File: src/rtl/flash_cmd_pkg.sv
package flash_cmd_pkg;
  localparam logic [7:0] CMD_RD_FULL  = 8'h00;
  localparam logic [7:0] CMD_RD_SPARE = 8'hF0;
  localparam logic [7:0] CMD_IDENT    = 8'h90;
  localparam logic [7:0] CMD_RD_RECOV = 8'h01;
  localparam logic [7:0] CMD_ERASE    = 8'h20;
  localparam logic [7:0] CMD_ERASE_GO = 8'hB0;
  localparam logic [7:0] CMD_PG_ADD   = 8'h10;
  localparam logic [7:0] CMD_PG_REWR  = 8'h11;
  localparam logic [7:0] CMD_PG_FULL  = 8'h1F;
  localparam logic [7:0] CMD_PG_SPARE = 8'h0F;
  localparam logic [7:0] CMD_RECOV_WR = 8'h12;
  localparam logic [7:0] CMD_PROG_GO  = 8'h40;
  localparam logic [7:0] CMD_RESET    = 8'hFF;
  localparam logic [7:0] CMD_CLEAR    = 8'h50;

  typedef enum logic [3:0] {
    OP_RD_FULL, OP_RD_SPARE, OP_RD_RECOV, OP_ERASE, OP_PG_ADD,
    OP_PG_REWR, OP_PG_FULL, OP_PG_SPARE, OP_RECOV_WR
  } op_e;

  typedef enum logic [2:0] {
    ST_IDLE, ST_SA_LO, ST_SA_HI, ST_XFER, ST_IDENT, ST_RECOV
  } st_e;
endpackage

File: src/rtl/flash_cmd_seq.sv
module flash_cmd_seq
  import flash_cmd_pkg::*;
#(
  parameter int SECT_W     = 15,
  parameter int COL_W      = 12,
  parameter int PAGE_BYTES = 2112,
  parameter int SPARE_BASE = 2048
) (
  input  logic              clk,
  input  logic              rst_n,
  input  logic              wr_stb,
  input  logic [7:0]        bus_in,
  input  logic              cde,
  input  logic              busy,
  input  logic              req_ready,
  output logic              req_valid,
  output op_e               req_op,
  output logic [SECT_W-1:0] req_sector,
  output logic [COL_W-1:0]  req_col,
  output logic              ld_col,
  output logic [COL_W-1:0]  ld_val,
  output logic              xfer_en,
  output logic              col_err,
  output logic              status_mode,
  output logic              id_mode,
  output logic              clr_stat
);
  localparam int SA_HI_W = SECT_W - 8;
  localparam int CA_HI_W = COL_W - 8;
  localparam logic [COL_W-1:0] COL_END   = COL_W'(PAGE_BYTES);
  localparam logic [COL_W-1:0] COL_SPARE = COL_W'(SPARE_BASE);

  st_e               st_q;
  op_e               op_q;
  logic [SECT_W-1:0] sector_q;
  logic [COL_W-1:0]  col_base_q;
  logic [7:0]        ca_lo_q;
  logic              ca_pend_q;

  function automatic logic is_read(op_e o);
    return (o == OP_RD_FULL) || (o == OP_RD_SPARE);
  endfunction
  function automatic logic takes_col(op_e o);
    return (o == OP_RD_FULL) || (o == OP_PG_ADD) || (o == OP_PG_REWR);
  endfunction
  function automatic logic is_prog(op_e o);
    return (o == OP_PG_ADD) || (o == OP_PG_REWR) || (o == OP_PG_FULL) ||
           (o == OP_PG_SPARE) || (o == OP_RECOV_WR);
  endfunction
  function automatic logic has_data(op_e o);
    return (o != OP_ERASE) && (o != OP_RECOV_WR);
  endfunction

  logic              accept, cmd_slot;
  logic [SECT_W-1:0] sect_full;
  logic [COL_W-1:0]  ca_full, start_col;

  assign accept    = wr_stb && !busy && !req_valid;
  assign cmd_slot  = (st_q == ST_IDLE) || (st_q == ST_IDENT) || (st_q == ST_RECOV) ||
                     ((st_q == ST_XFER) && is_read(op_q));
  assign sect_full = {bus_in[SA_HI_W-1:0], sector_q[7:0]};
  assign ca_full   = {bus_in[CA_HI_W-1:0], ca_lo_q};
  assign start_col = ((op_q == OP_RD_SPARE) || (op_q == OP_PG_SPARE)) ? COL_SPARE : '0;

  always_ff @(posedge clk or negedge rst_n) begin
    if (!rst_n) begin
      st_q       <= ST_IDLE;
      op_q       <= OP_RD_FULL;
      sector_q   <= '0;
      col_base_q <= '0;
      ca_lo_q    <= '0;
      ca_pend_q  <= 1'b0;
      col_err    <= 1'b0;
      req_valid  <= 1'b0;
      req_op     <= OP_RD_FULL;
      req_sector <= '0;
      req_col    <= '0;
      ld_col     <= 1'b0;
      ld_val     <= '0;
      clr_stat   <= 1'b0;
    end else begin
      clr_stat <= 1'b0;
      ld_col   <= 1'b0;
      if (req_valid && req_ready) req_valid <= 1'b0;
      if (accept) begin
        if (!cde && bus_in == CMD_RESET) begin
          st_q      <= ST_IDLE;
          col_err   <= 1'b0;
          ca_pend_q <= 1'b0;
        end else if (!cde && cmd_slot) begin
          case (bus_in)
            CMD_RD_FULL:  begin op_q <= OP_RD_FULL;  st_q <= ST_SA_LO; end
            CMD_RD_SPARE: begin op_q <= OP_RD_SPARE; st_q <= ST_SA_LO; end
            CMD_ERASE:    begin op_q <= OP_ERASE;    st_q <= ST_SA_LO; end
            CMD_PG_ADD:   begin op_q <= OP_PG_ADD;   st_q <= ST_SA_LO; end
            CMD_PG_REWR:  begin op_q <= OP_PG_REWR;  st_q <= ST_SA_LO; end
            CMD_PG_FULL:  begin op_q <= OP_PG_FULL;  st_q <= ST_SA_LO; end
            CMD_PG_SPARE: begin op_q <= OP_PG_SPARE; st_q <= ST_SA_LO; end
            CMD_RECOV_WR: begin op_q <= OP_RECOV_WR; st_q <= ST_SA_LO; end
            CMD_IDENT:    st_q <= ST_IDENT;
            CMD_CLEAR:    begin clr_stat <= 1'b1; st_q <= ST_IDLE; end
            CMD_RD_RECOV: begin
              st_q       <= ST_RECOV;
              col_err    <= 1'b0;
              ca_pend_q  <= 1'b0;
              req_valid  <= 1'b1;
              req_op     <= OP_RD_RECOV;
              req_sector <= '0;
              req_col    <= '0;
              ld_col     <= 1'b1;
              ld_val     <= '0;
            end
            default: ;
          endcase
        end else if (cde) begin
          case (st_q)
            ST_SA_LO: begin
              sector_q[7:0] <= bus_in;
              st_q          <= ST_SA_HI;
            end
            ST_SA_HI: begin
              sector_q   <= sect_full;
              st_q       <= ST_XFER;
              col_base_q <= start_col;
              col_err    <= 1'b0;
              ca_pend_q  <= 1'b0;
              ld_col     <= 1'b1;
              ld_val     <= start_col;
              if (is_read(op_q)) begin
                req_valid  <= 1'b1;
                req_op     <= op_q;
                req_sector <= sect_full;
                req_col    <= start_col;
              end
            end
            ST_XFER: begin
              if (takes_col(op_q)) begin
                if (!ca_pend_q) begin
                  ca_lo_q   <= bus_in;
                  ca_pend_q <= 1'b1;
                end else begin
                  ca_pend_q <= 1'b0;
                  if (ca_full >= COL_END) begin
                    col_err <= 1'b1;
                  end else begin
                    col_err    <= 1'b0;
                    col_base_q <= ca_full;
                    ld_col     <= 1'b1;
                    ld_val     <= ca_full;
                  end
                end
              end
            end
            default: ;
          endcase
        end else if (st_q == ST_XFER) begin
          if ((op_q == OP_ERASE && bus_in == CMD_ERASE_GO) ||
              (is_prog(op_q) && bus_in == CMD_PROG_GO && !col_err && !ca_pend_q)) begin
            req_valid  <= 1'b1;
            req_op     <= op_q;
            req_sector <= sector_q;
            req_col    <= (op_q == OP_ERASE) ? '0 : col_base_q;
            st_q       <= ST_IDLE;
          end
        end
      end
    end
  end

  assign xfer_en     = !col_err && (((st_q == ST_XFER) && has_data(op_q)) || (st_q == ST_RECOV));
  assign status_mode = (st_q == ST_IDLE);
  assign id_mode     = (st_q == ST_IDENT);
endmodule

File: src/rtl/flash_col_tracker.sv
module flash_col_tracker #(
  parameter int COL_W      = 12,
  parameter int PAGE_BYTES = 2112
) (
  input  logic             clk,
  input  logic             rst_n,
  input  logic             ld_col,
  input  logic [COL_W-1:0] ld_val,
  input  logic             step,
  output logic [COL_W-1:0] ptr,
  output logic             in_range
);
  localparam logic [COL_W-1:0] COL_END = COL_W'(PAGE_BYTES);

  always_ff @(posedge clk or negedge rst_n) begin
    if (!rst_n)                        ptr <= '0;
    else if (ld_col)                   ptr <= ld_val;
    else if (step && ptr < COL_END)    ptr <= ptr + 1'b1;
  end

  assign in_range = (ptr < COL_END);
endmodule

File: src/rtl/flash_cmd_decoder.sv
module flash_cmd_decoder
  import flash_cmd_pkg::*;
#(
  parameter int         SECT_W     = 15,
  parameter int         COL_W      = 12,
  parameter int         PAGE_BYTES = 2112,
  parameter int         SPARE_BASE = 2048,
  parameter logic [7:0] MFR_CODE   = 8'h07,
  parameter logic [7:0] DEV_CODE   = 8'h9D
) (
  input  logic              clk,
  input  logic              rst_n,
  input  logic              wr_stb,
  input  logic [7:0]        bus_in,
  input  logic              cde,
  input  logic              sc_stb,
  input  logic              busy,
  output logic              req_valid,
  input  logic              req_ready,
  output logic [3:0]        req_op,
  output logic [SECT_W-1:0] req_sector,
  output logic [COL_W-1:0]  req_col,
  output logic [COL_W-1:0]  xfer_col,
  output logic              xfer_ok,
  output logic              col_err,
  output logic              status_mode,
  output logic              id_mode,
  output logic [7:0]        id_code,
  output logic              clr_stat
);
  op_e              op_w;
  logic             ld_col, xfer_en, in_range;
  logic [COL_W-1:0] ld_val;

  flash_cmd_seq #(
    .SECT_W(SECT_W), .COL_W(COL_W), .PAGE_BYTES(PAGE_BYTES), .SPARE_BASE(SPARE_BASE)
  ) u_seq (
    .clk(clk), .rst_n(rst_n), .wr_stb(wr_stb), .bus_in(bus_in), .cde(cde),
    .busy(busy), .req_ready(req_ready), .req_valid(req_valid), .req_op(op_w),
    .req_sector(req_sector), .req_col(req_col), .ld_col(ld_col), .ld_val(ld_val),
    .xfer_en(xfer_en), .col_err(col_err), .status_mode(status_mode),
    .id_mode(id_mode), .clr_stat(clr_stat)
  );

  flash_col_tracker #(.COL_W(COL_W), .PAGE_BYTES(PAGE_BYTES)) u_col (
    .clk(clk), .rst_n(rst_n), .ld_col(ld_col), .ld_val(ld_val),
    .step(sc_stb && xfer_en), .ptr(xfer_col), .in_range(in_range)
  );

  assign req_op  = op_w;
  assign xfer_ok = xfer_en && in_range;
  assign id_code = id_mode ? (cde ? DEV_CODE : MFR_CODE) : 8'h00;
endmodule

File: config.mk
export PLATFORM = sky130hd
export DESIGN_NAME = flash_cmd_decoder
export DESIGN_NICKNAME = d
export VERILOG_FILES = /design/src/rtl/flash_cmd_pkg.sv /design/src/rtl/flash_cmd_seq.sv /design/src/rtl/flash_col_tracker.sv /design/src/rtl/flash_cmd_decoder.sv
export SDC_FILE = /design/constraint.sdc
export NUM_CORES = 1
export LEC_CHECK = 0
export ABC_CLOCK_PERIOD_IN_PS = 4100
export BUFFER_PORTS_ARGS = -buffer_cell sky130_fd_sc_hd__clkbuf_2
export CAP_MARGIN = 20
export CORE_AREA = 2 2 158 98
export DETAILED_ROUTE_END_ITERATION = 8
export DIE_AREA = 0 0 160 100
export SKIP_LAST_GASP = 1
export SYNTH_ARGS = -nofsm -noshare
export SYNTH_HDL_FRONTEND = slang
export SYNTH_SLANG_ARGS = --single-unit
File: constraint.sdc
create_clock -name clk -period 4.1 [get_ports clk]
set_clock_uncertainty 0.1 [all_clocks]
set_input_delay 0.205 -clock clk [delete_from_list [all_inputs] [get_ports clk]]
set_output_delay 0.205 -clock clk [all_outputs]
set_load 0.02 [all_outputs]
* Word-level counts from Yosys, hierarchy flattened
Index checks and enable logic that the tools add are counted.
** Cells by class
- $add $sub $neg :: 1
- Bitwise logic cells :: 3
- Muxes and demuxes :: 78
- Order comparisons :: 2
- Reduce and logical (&&, ||, !) cells :: 59
- Eq/ne operators :: 41
** Operators with widths (number)
- $mux 12 :: 16
- $mux 15 :: 7
- $mux 1 :: 34
- $eq 8x5->1 const B :: 4
- $eq 8x8->1 const B :: 4
- $pmux 4 s8 :: 1
- $mux 4 :: 7
- $pmux 12 s2 :: 1
- $reduce_and 5->1 :: 4
- $eq 4x3->1 const B :: 4
- $eq 8x7->1 const B :: 2
- $logic_and 1x1->1 :: 16
- $mux 8 :: 2
- $reduce_and 8->1 :: 2
- $mux 3 :: 5
- $reduce_and 7->1 :: 2
- $logic_or 1x1->1 :: 13
- $add 12x1->12 const B :: 1
- $ge 12x12->1 const B :: 1
- $lt 12x12->1 const B :: 1
- $ne 3x1->1 const B :: 4
- $pmux 3 s4 :: 1
- $reduce_bool 3->1 :: 4
- $reduce_bool 4->1 :: 3
- other kinds (29) :: 45
** Word-level totals
- Output and inout bits :: 57
- Register bits after elaboration :: 102

* Longest topological paths before layout
- Word-level depth :: 15
- Depth in mapped cells :: 9

* By module
Synthesis repeated with hierarchy kept, for this count alone.
** Unflattened totals
- Cell total of the unflattened synthesis :: 536
- Area total of the unflattened synthesis :: 5247.5 um^2
** Modules (own cells, without submodules)
- flash_cmd_seq :: area an instance 4450.5 um^2, times used 1, sequential area each 2252.2 um^2, cells each 445
- flash_col_tracker :: area an instance 719.4 um^2, times used 1, sequential area each 300.3 um^2, cells each 80
- flash_cmd_decoder :: area an instance 77.6 um^2, times used 1, sequential area each 0.0 um^2, cells each 11

* Worst setup path before layout
Ideal clock, no wire load.
- Path kind :: flip-flop to flip-flop
- Start :: reg u_seq.op_q[1]
- End :: reg u_seq.op_q[2]
- Cell stages (with the launch flop) :: 7
- Path buffers :: 1
- Clock period less this slack :: 2404 ps
- Required time :: 3875 ps
- Arrival :: 2180 ps
- Slack :: 1696 ps
- Cell sequence :: dfrtp_1 > buf_6 > or4b_1 > mux2_4 > or3_1 > a21oi_2 > mux2_2
** On the way
- Word-level cells in the longest chain between the ends :: 6
- Elaborated cells between the ends (all ways) :: 7
** RTL lines
- from (decl) :: RTL line flash_cmd_seq.sv:34 : op_e op_q;
- from (signal assigned) :: RTL line flash_cmd_seq.sv:68 : op_q <= OP_RD_FULL;
- from (signal assigned) :: RTL line flash_cmd_seq.sv:92 : CMD_RD_FULL: begin op_q <= OP_RD_FULL; st_q <= ST_SA_LO; end
- from (signal assigned) :: RTL line flash_cmd_seq.sv:93 : CMD_RD_SPARE: begin op_q <= OP_RD_SPARE; st_q <= ST_SA_LO; end
- $eq 4x1->1 or $logic_not 4->1 (tied branches) :: RTL line flash_cmd_seq.sv:41 : return (o == OP_RD_FULL) || (o == OP_RD_SPARE);
- $logic_or 1x1->1 (*) :: RTL line flash_cmd_seq.sv:41
- $logic_and 1x1->1 (*) :: RTL line flash_cmd_seq.sv:60 : ((st_q == ST_XFER) && is_read(op_q));
- $logic_or 1x1->1 (*) :: RTL line flash_cmd_seq.sv:59 : assign cmd_slot = (st_q == ST_IDLE) || (st_q == ST_IDENT) || (st_q == ST_RECOV) ||
- $logic_and 1x1->1 (*) :: RTL line flash_cmd_seq.sv:90 : end else if (!cde && cmd_slot) begin
- $reduce_and 4->1 (no line) (*)
Mark *: on every way between the ends. The rest lies on a longest branch, timed or not.
A chain may end at the register's enable or synchronous reset.

* Final worst setup path
- Start :: reg u_seq.st_q[1]
- End :: reg u_seq.ld_val[1]
** On the way
- Word-level cells in the longest chain between the ends :: 7
- Elaborated cells between the ends (all ways) :: 20
** RTL lines
- from (decl) :: RTL line flash_cmd_seq.sv:33 : st_e st_q;
- from (signal assigned) :: RTL line flash_cmd_seq.sv:67 : st_q <= ST_IDLE;
- from (signal assigned) :: RTL line flash_cmd_seq.sv:87 : st_q <= ST_IDLE;
- from (signal assigned) :: RTL line flash_cmd_seq.sv:92
- $eq 3x3->1 or $logic_not 3->1 (tied branches) :: RTL line flash_cmd_seq.sv:59
- $logic_or 1x1->1 (3 in a row) :: RTL line flash_cmd_seq.sv:59
- $logic_and 1x1->1 :: RTL line flash_cmd_seq.sv:90
- $ne 3x1->1 (no line), or another cell as far along
- $reduce_and 8->1 (no line)
- to (signal assigned) :: RTL line flash_cmd_seq.sv:128 : ld_val <= start_col;
- to (signal assigned) :: RTL line flash_cmd_seq.sv:149 : ld_val <= ca_full;
- to (decl) :: RTL line flash_cmd_seq.sv:21 : output logic [COL_W-1:0] ld_val,
Parallel ways exist; a longest one is shown, timed or not. The select of a mux whose other input is x is not followed.

==> results <==
- The run finished with clean final reports.
- The sequential share of power is 0.454.
- The initial core utilization is 0.338.
- Setup repair after global routing left no endpoint under its margin.
- Measured along the y axis, the die boundary spans 100 microns.
- The critical path in this run is classified as reg2reg.
- The number of nets with antenna violations after routing is 0.
- The placed instance count is approximately 760.
- The first global-routing pass estimated 21,300 microns of wire.
- The analysis attributes to cell leakage a power of 2.64 nW.
- Post-CTS timing repair inserted 0 buffers for setup.
- Dividing the detail-routed via count by the number of cells gives 5.23.
- Once placement finished, the instance area stood at 5460 sq um.
- The worst setup path is captured at a flip-flop.
- IR analysis of the VDD net gives a maximum drop of 0.214 mV.
- The via count of the first global-routing pass is 3,957.
- The tool flagged a number of max-cap violations equal to 0.
- The relative slew slack is 0.416.
- The synthesized cell area is 5000 sq um.
- The site row count is 35.
- The worst path arrival time is 2.94 ns.
- The power per cell area is 518 nW/um^2.
- The slowest stage of the critical path is the sky130_fd_sc_hd__dfrtp_1 cell.
- The total area inside the core boundary comes to 14,800 sq um.
- The type of the most critical hold path is in2reg.
- The number of detailed-route iterations in the first pass is 5.
- The switching component of the power is 1.02 mW.
- The required time reported for the critical path endpoint is about 4.3 ns.
- The CTS buffer count is 9.
- Static timing analysis puts the maximum clock frequency at 360 MHz.
- Synthesis handed over a netlist of around 520 instances.
- The register area is 2550 sq um.
- The die width is 160 microns.
- No sink is reached through more buffers than the 2 on the longest clock path.
- In the finished design, the share of the clock period the worst path needs comes to 0.677.
- The hold buffer count at cts is 2.
- The power after layout is 3.00 mW.
- Once layout is complete, the utilization of the core stands at 0.392.
- The biggest cell delay along the critical path is around 0.6 ns.
- The final cell area excluding filler cells is 5800 sq um.
- From synthesis to final layout, the design area changed by 16.0%.
- The part of the Yosys area used for sequential elements is 0.511.
- For the final routed database, the setup TNS stands at 0 ns.
- The layout has 1,496 filler cells.
- The top-area cell type share of the netlist area is 0.511.
- Clock-pin slew was measured on the worst setup and hold paths at 0.07 ns.
- In the global route stage, overall resource usage came out at 0.170.
- The combinational share of power is 0.252.
- The internal power component is between 1.5 and 2 mW.
- The area occupied by multi-input gates is 2230 sq um.
- The kind of launch point of the worst setup path is a flip-flop.
- The clock net in this run drives a total of 102 sinks.
- The predominant post-synthesis flop cell is sky130_fd_sc_hd__dfrtp_1.
- Summing over every cut layer, the via total after detailed routing is 4,071.
- At the end of routability-driven placement, the weighted congestion stood at 0.889.
- The detailed router finished its first iteration with 379 violations.
- Setup violations remaining at the end of the flow were counted as 0.
- The number of gates resized after CTS was 0.
- The overall overflow remaining after global route is 0.
- The cell type with the highest aggregate area in the netlist is sky130_fd_sc_hd__dfrtp_1.
- The total inserted antenna cells is 0.
- The unique cell type count in the Yosys netlist is around 50.
- Buffers placed on the I/O ports in this run total 69.
- Yosys attributes the largest share of cell area to sky130_fd_sc_hd__dfrtp_1 (51%), sky130_fd_sc_hd__o21ai_0 (8.1%), sky130_fd_sc_hd__nand2_1 (6.8%).
- Of the total power, the clock network draws 0.295.
- Walking the worst path, the cells encountered are or4b_1 -> mux2_4 -> nor3_2 -> a21oi_1 -> buf_4 -> nand2b_1 -> o21ai_0.
- TritonCTS built the clock tree.
- The number of buffers and inverters on the critical path is 1.
- The maximum number of pins on one net before global-route repair is 71.
- During I/O placement, the number of pins put on the boundary was 72.
- Along the worst path, the maximum fanout reaches 15.
- The source-to-sink clock delay at the later pin of the worst-skew pair is 0.36 ns.
- The synthesized design contains 102 register bits.
- For this run, the post-layout net count is 586.
- For the pin with the worst max-slew slack, the measured transition is 0.876 ns.
- The top cell family by delay on the critical path is simple AND/OR/NAND/NOR gates.
- The die area is 16,000 sq um.
- CTS built an H-tree with a depth of 3.
- Before CTS, the worst setup slack after placement is 1.37 ns.
- The number of antenna violations at the first check in global routing is 0.
- The mean instance size in the synthesized netlist is 9.56 sq um.
- The HPWL after detailed placement is approximately 9200 microns.
- The slack of the critical path is 1.32 ns.
- After detailed routing, the average wire length per cell comes to approximately 17 microns.
- Counting I/O delays and the setup requirement, the final critical path takes around 2.8 ns.
- The count of placed standard cells in the final layout, fillers left out is 778.
- The total detailed-routing wirelength is 13,000 microns.
- The number of warnings issued by yosys is 0.
- The final number of hold-violating endpoints is 0.
- Final hold analysis gives a worst-case slack of 0.201 ns.
- The fraction of layout instances using a drive strength above 1 is 0.221.
- After detailed routing, the number of remaining DRC violations is 0.
- In this run the clock root is driven by a sky130_fd_sc_hd__clkbuf_16.
- The final-report max-slew violation count is 0.
- In this run, synthesis inferred 0 flip-flops with an integrated enable.
- Of the total power, the share spent switching nets is 0.341.
- The proportion of synthesized flip-flops having asynchronous set or reset is 1.00.
[power by group through the flow]
stage	Clock, mW	Sequential (mW)	Combinational [mW]
after global routing	0.937	1.39	0.842
final	0.884	1.36	0.755
after CTS	0.910	1.36	0.757
after detailed placement	0	1.38	0.754
after floorplan	0	1.45	0.419
after global placement	0	1.37	0.743
[state kept, by name (all words and copies together), names as in the netlist, 3 cells and up]
register          cells
u_seq.sector_q       15
u_col.ptr            12
u_seq.req_col        12
u_seq.req_op          4
u_seq.req_sector     15
u_seq.ca_lo_q         8
u_seq.op_q            4
u_seq.ld_val         12
u_seq.col_base_q     12
u_seq.st_q            3
[worst register-to-register path, cell delays in order, from the launching register on]
cell and delay, ns:
sky130_fd_sc_hd__dfrtp_1 0.60, sky130_fd_sc_hd__or4b_1 0.51, sky130_fd_sc_hd__mux2_4 0.38, sky130_fd_sc_hd__nor3_2 0.24, sky130_fd_sc_hd__a21oi_1 0.06, sky130_fd_sc_hd__buf_4 0.18
sky130_fd_sc_hd__nand2b_1 0.33, sky130_fd_sc_hd__o21ai_0 0.27
[kinds of logic (layout without fill, tap and decap cells)]
logic type                 count (synthesis)  after routing  share of synthesized area
other                                      1              2                   0.000750
and+or+nand+nor                          194            194                      0.197
adders and majority gates                  1              1                    0.00250
xor gates and xnor gates                  13             13                     0.0228
buffers and inverters                     52            103                     0.0473
muxes                                     30             30                     0.0679
AOI/OAI and AO/OA                        130            130                      0.151
DFF                                      102            102                      0.511
[layout make-up]
cell class / count / area share
Timing Repair Buffer: 78 / 0.0725
Inverter: 9 / 0.00583
Sequential cell: 102 / 0.440
Clock buffer: 9 / 0.0389
Tap cell: 203 / 0.0438
Multi-Input combinational cell: 370 / 0.384
Clock inverter: 7 / 0.0147
[placed cells by master (no fill, tap or decap), types with 11 or more instances in the layout]
master,netlist,routed
sky130_fd_sc_hd__a21oi_1,17,17
sky130_fd_sc_hd__a22o_1,11,11
sky130_fd_sc_hd__and3_1,15,15
sky130_fd_sc_hd__clkbuf_2,0,68
sky130_fd_sc_hd__dfrtp_1,102,102
sky130_fd_sc_hd__mux2_2,27,27
sky130_fd_sc_hd__nand2_1,90,90
sky130_fd_sc_hd__nor2_1,13,13
sky130_fd_sc_hd__nor3_1,11,11
sky130_fd_sc_hd__o21ai_0,81,81
[worst paths after layout]
check | startpoint | to | slack [ns] | depth (start not counted)
max reg2reg | u_seq.st_q[1] | u_seq.ld_val[1] | 1.32 | 7
max in group asynchronous | rst_n | u_col.ptr[5] | 2.49 | 3
min | bus_in[1] | u_seq.ld_val[9] | 0.20 | 3
max | u_seq.st_q[1] | u_seq.ld_val[1] | 1.32 | 7
min in group asynchronous | rst_n | u_seq.req_col[10] | 0.40 | 2
min reg2reg | u_seq.ld_val[1] | u_col.ptr[1] | 0.38 | 2
[metal layers]
layer  vias up  global-route usage  wire, microns
li1       1926                   -              -
met1      1992               0.263           6750
met2       143               0.238           5280
met3        10              0.0401            877
met4         0              0.0437             87
met5         -                   0              0
[cells in the mapped netlist, types with 7 or more instances]
library cell,instances
sky130_fd_sc_hd__dfrtp_1,102
sky130_fd_sc_hd__nor3_1,11
sky130_fd_sc_hd__nand2_1,90
sky130_fd_sc_hd__a22o_1,11
sky130_fd_sc_hd__inv_1,9
sky130_fd_sc_hd__buf_4,7
sky130_fd_sc_hd__and3_1,15
sky130_fd_sc_hd__nand3_1,10
sky130_fd_sc_hd__nor2_1,13
sky130_fd_sc_hd__clkbuf_1,34
sky130_fd_sc_hd__xnor2_1,10
sky130_fd_sc_hd__nand4_1,7
sky130_fd_sc_hd__a21oi_1,17
sky130_fd_sc_hd__mux2_2,27
sky130_fd_sc_hd__o21ai_0,81
(Power assumes the default switching activity.)
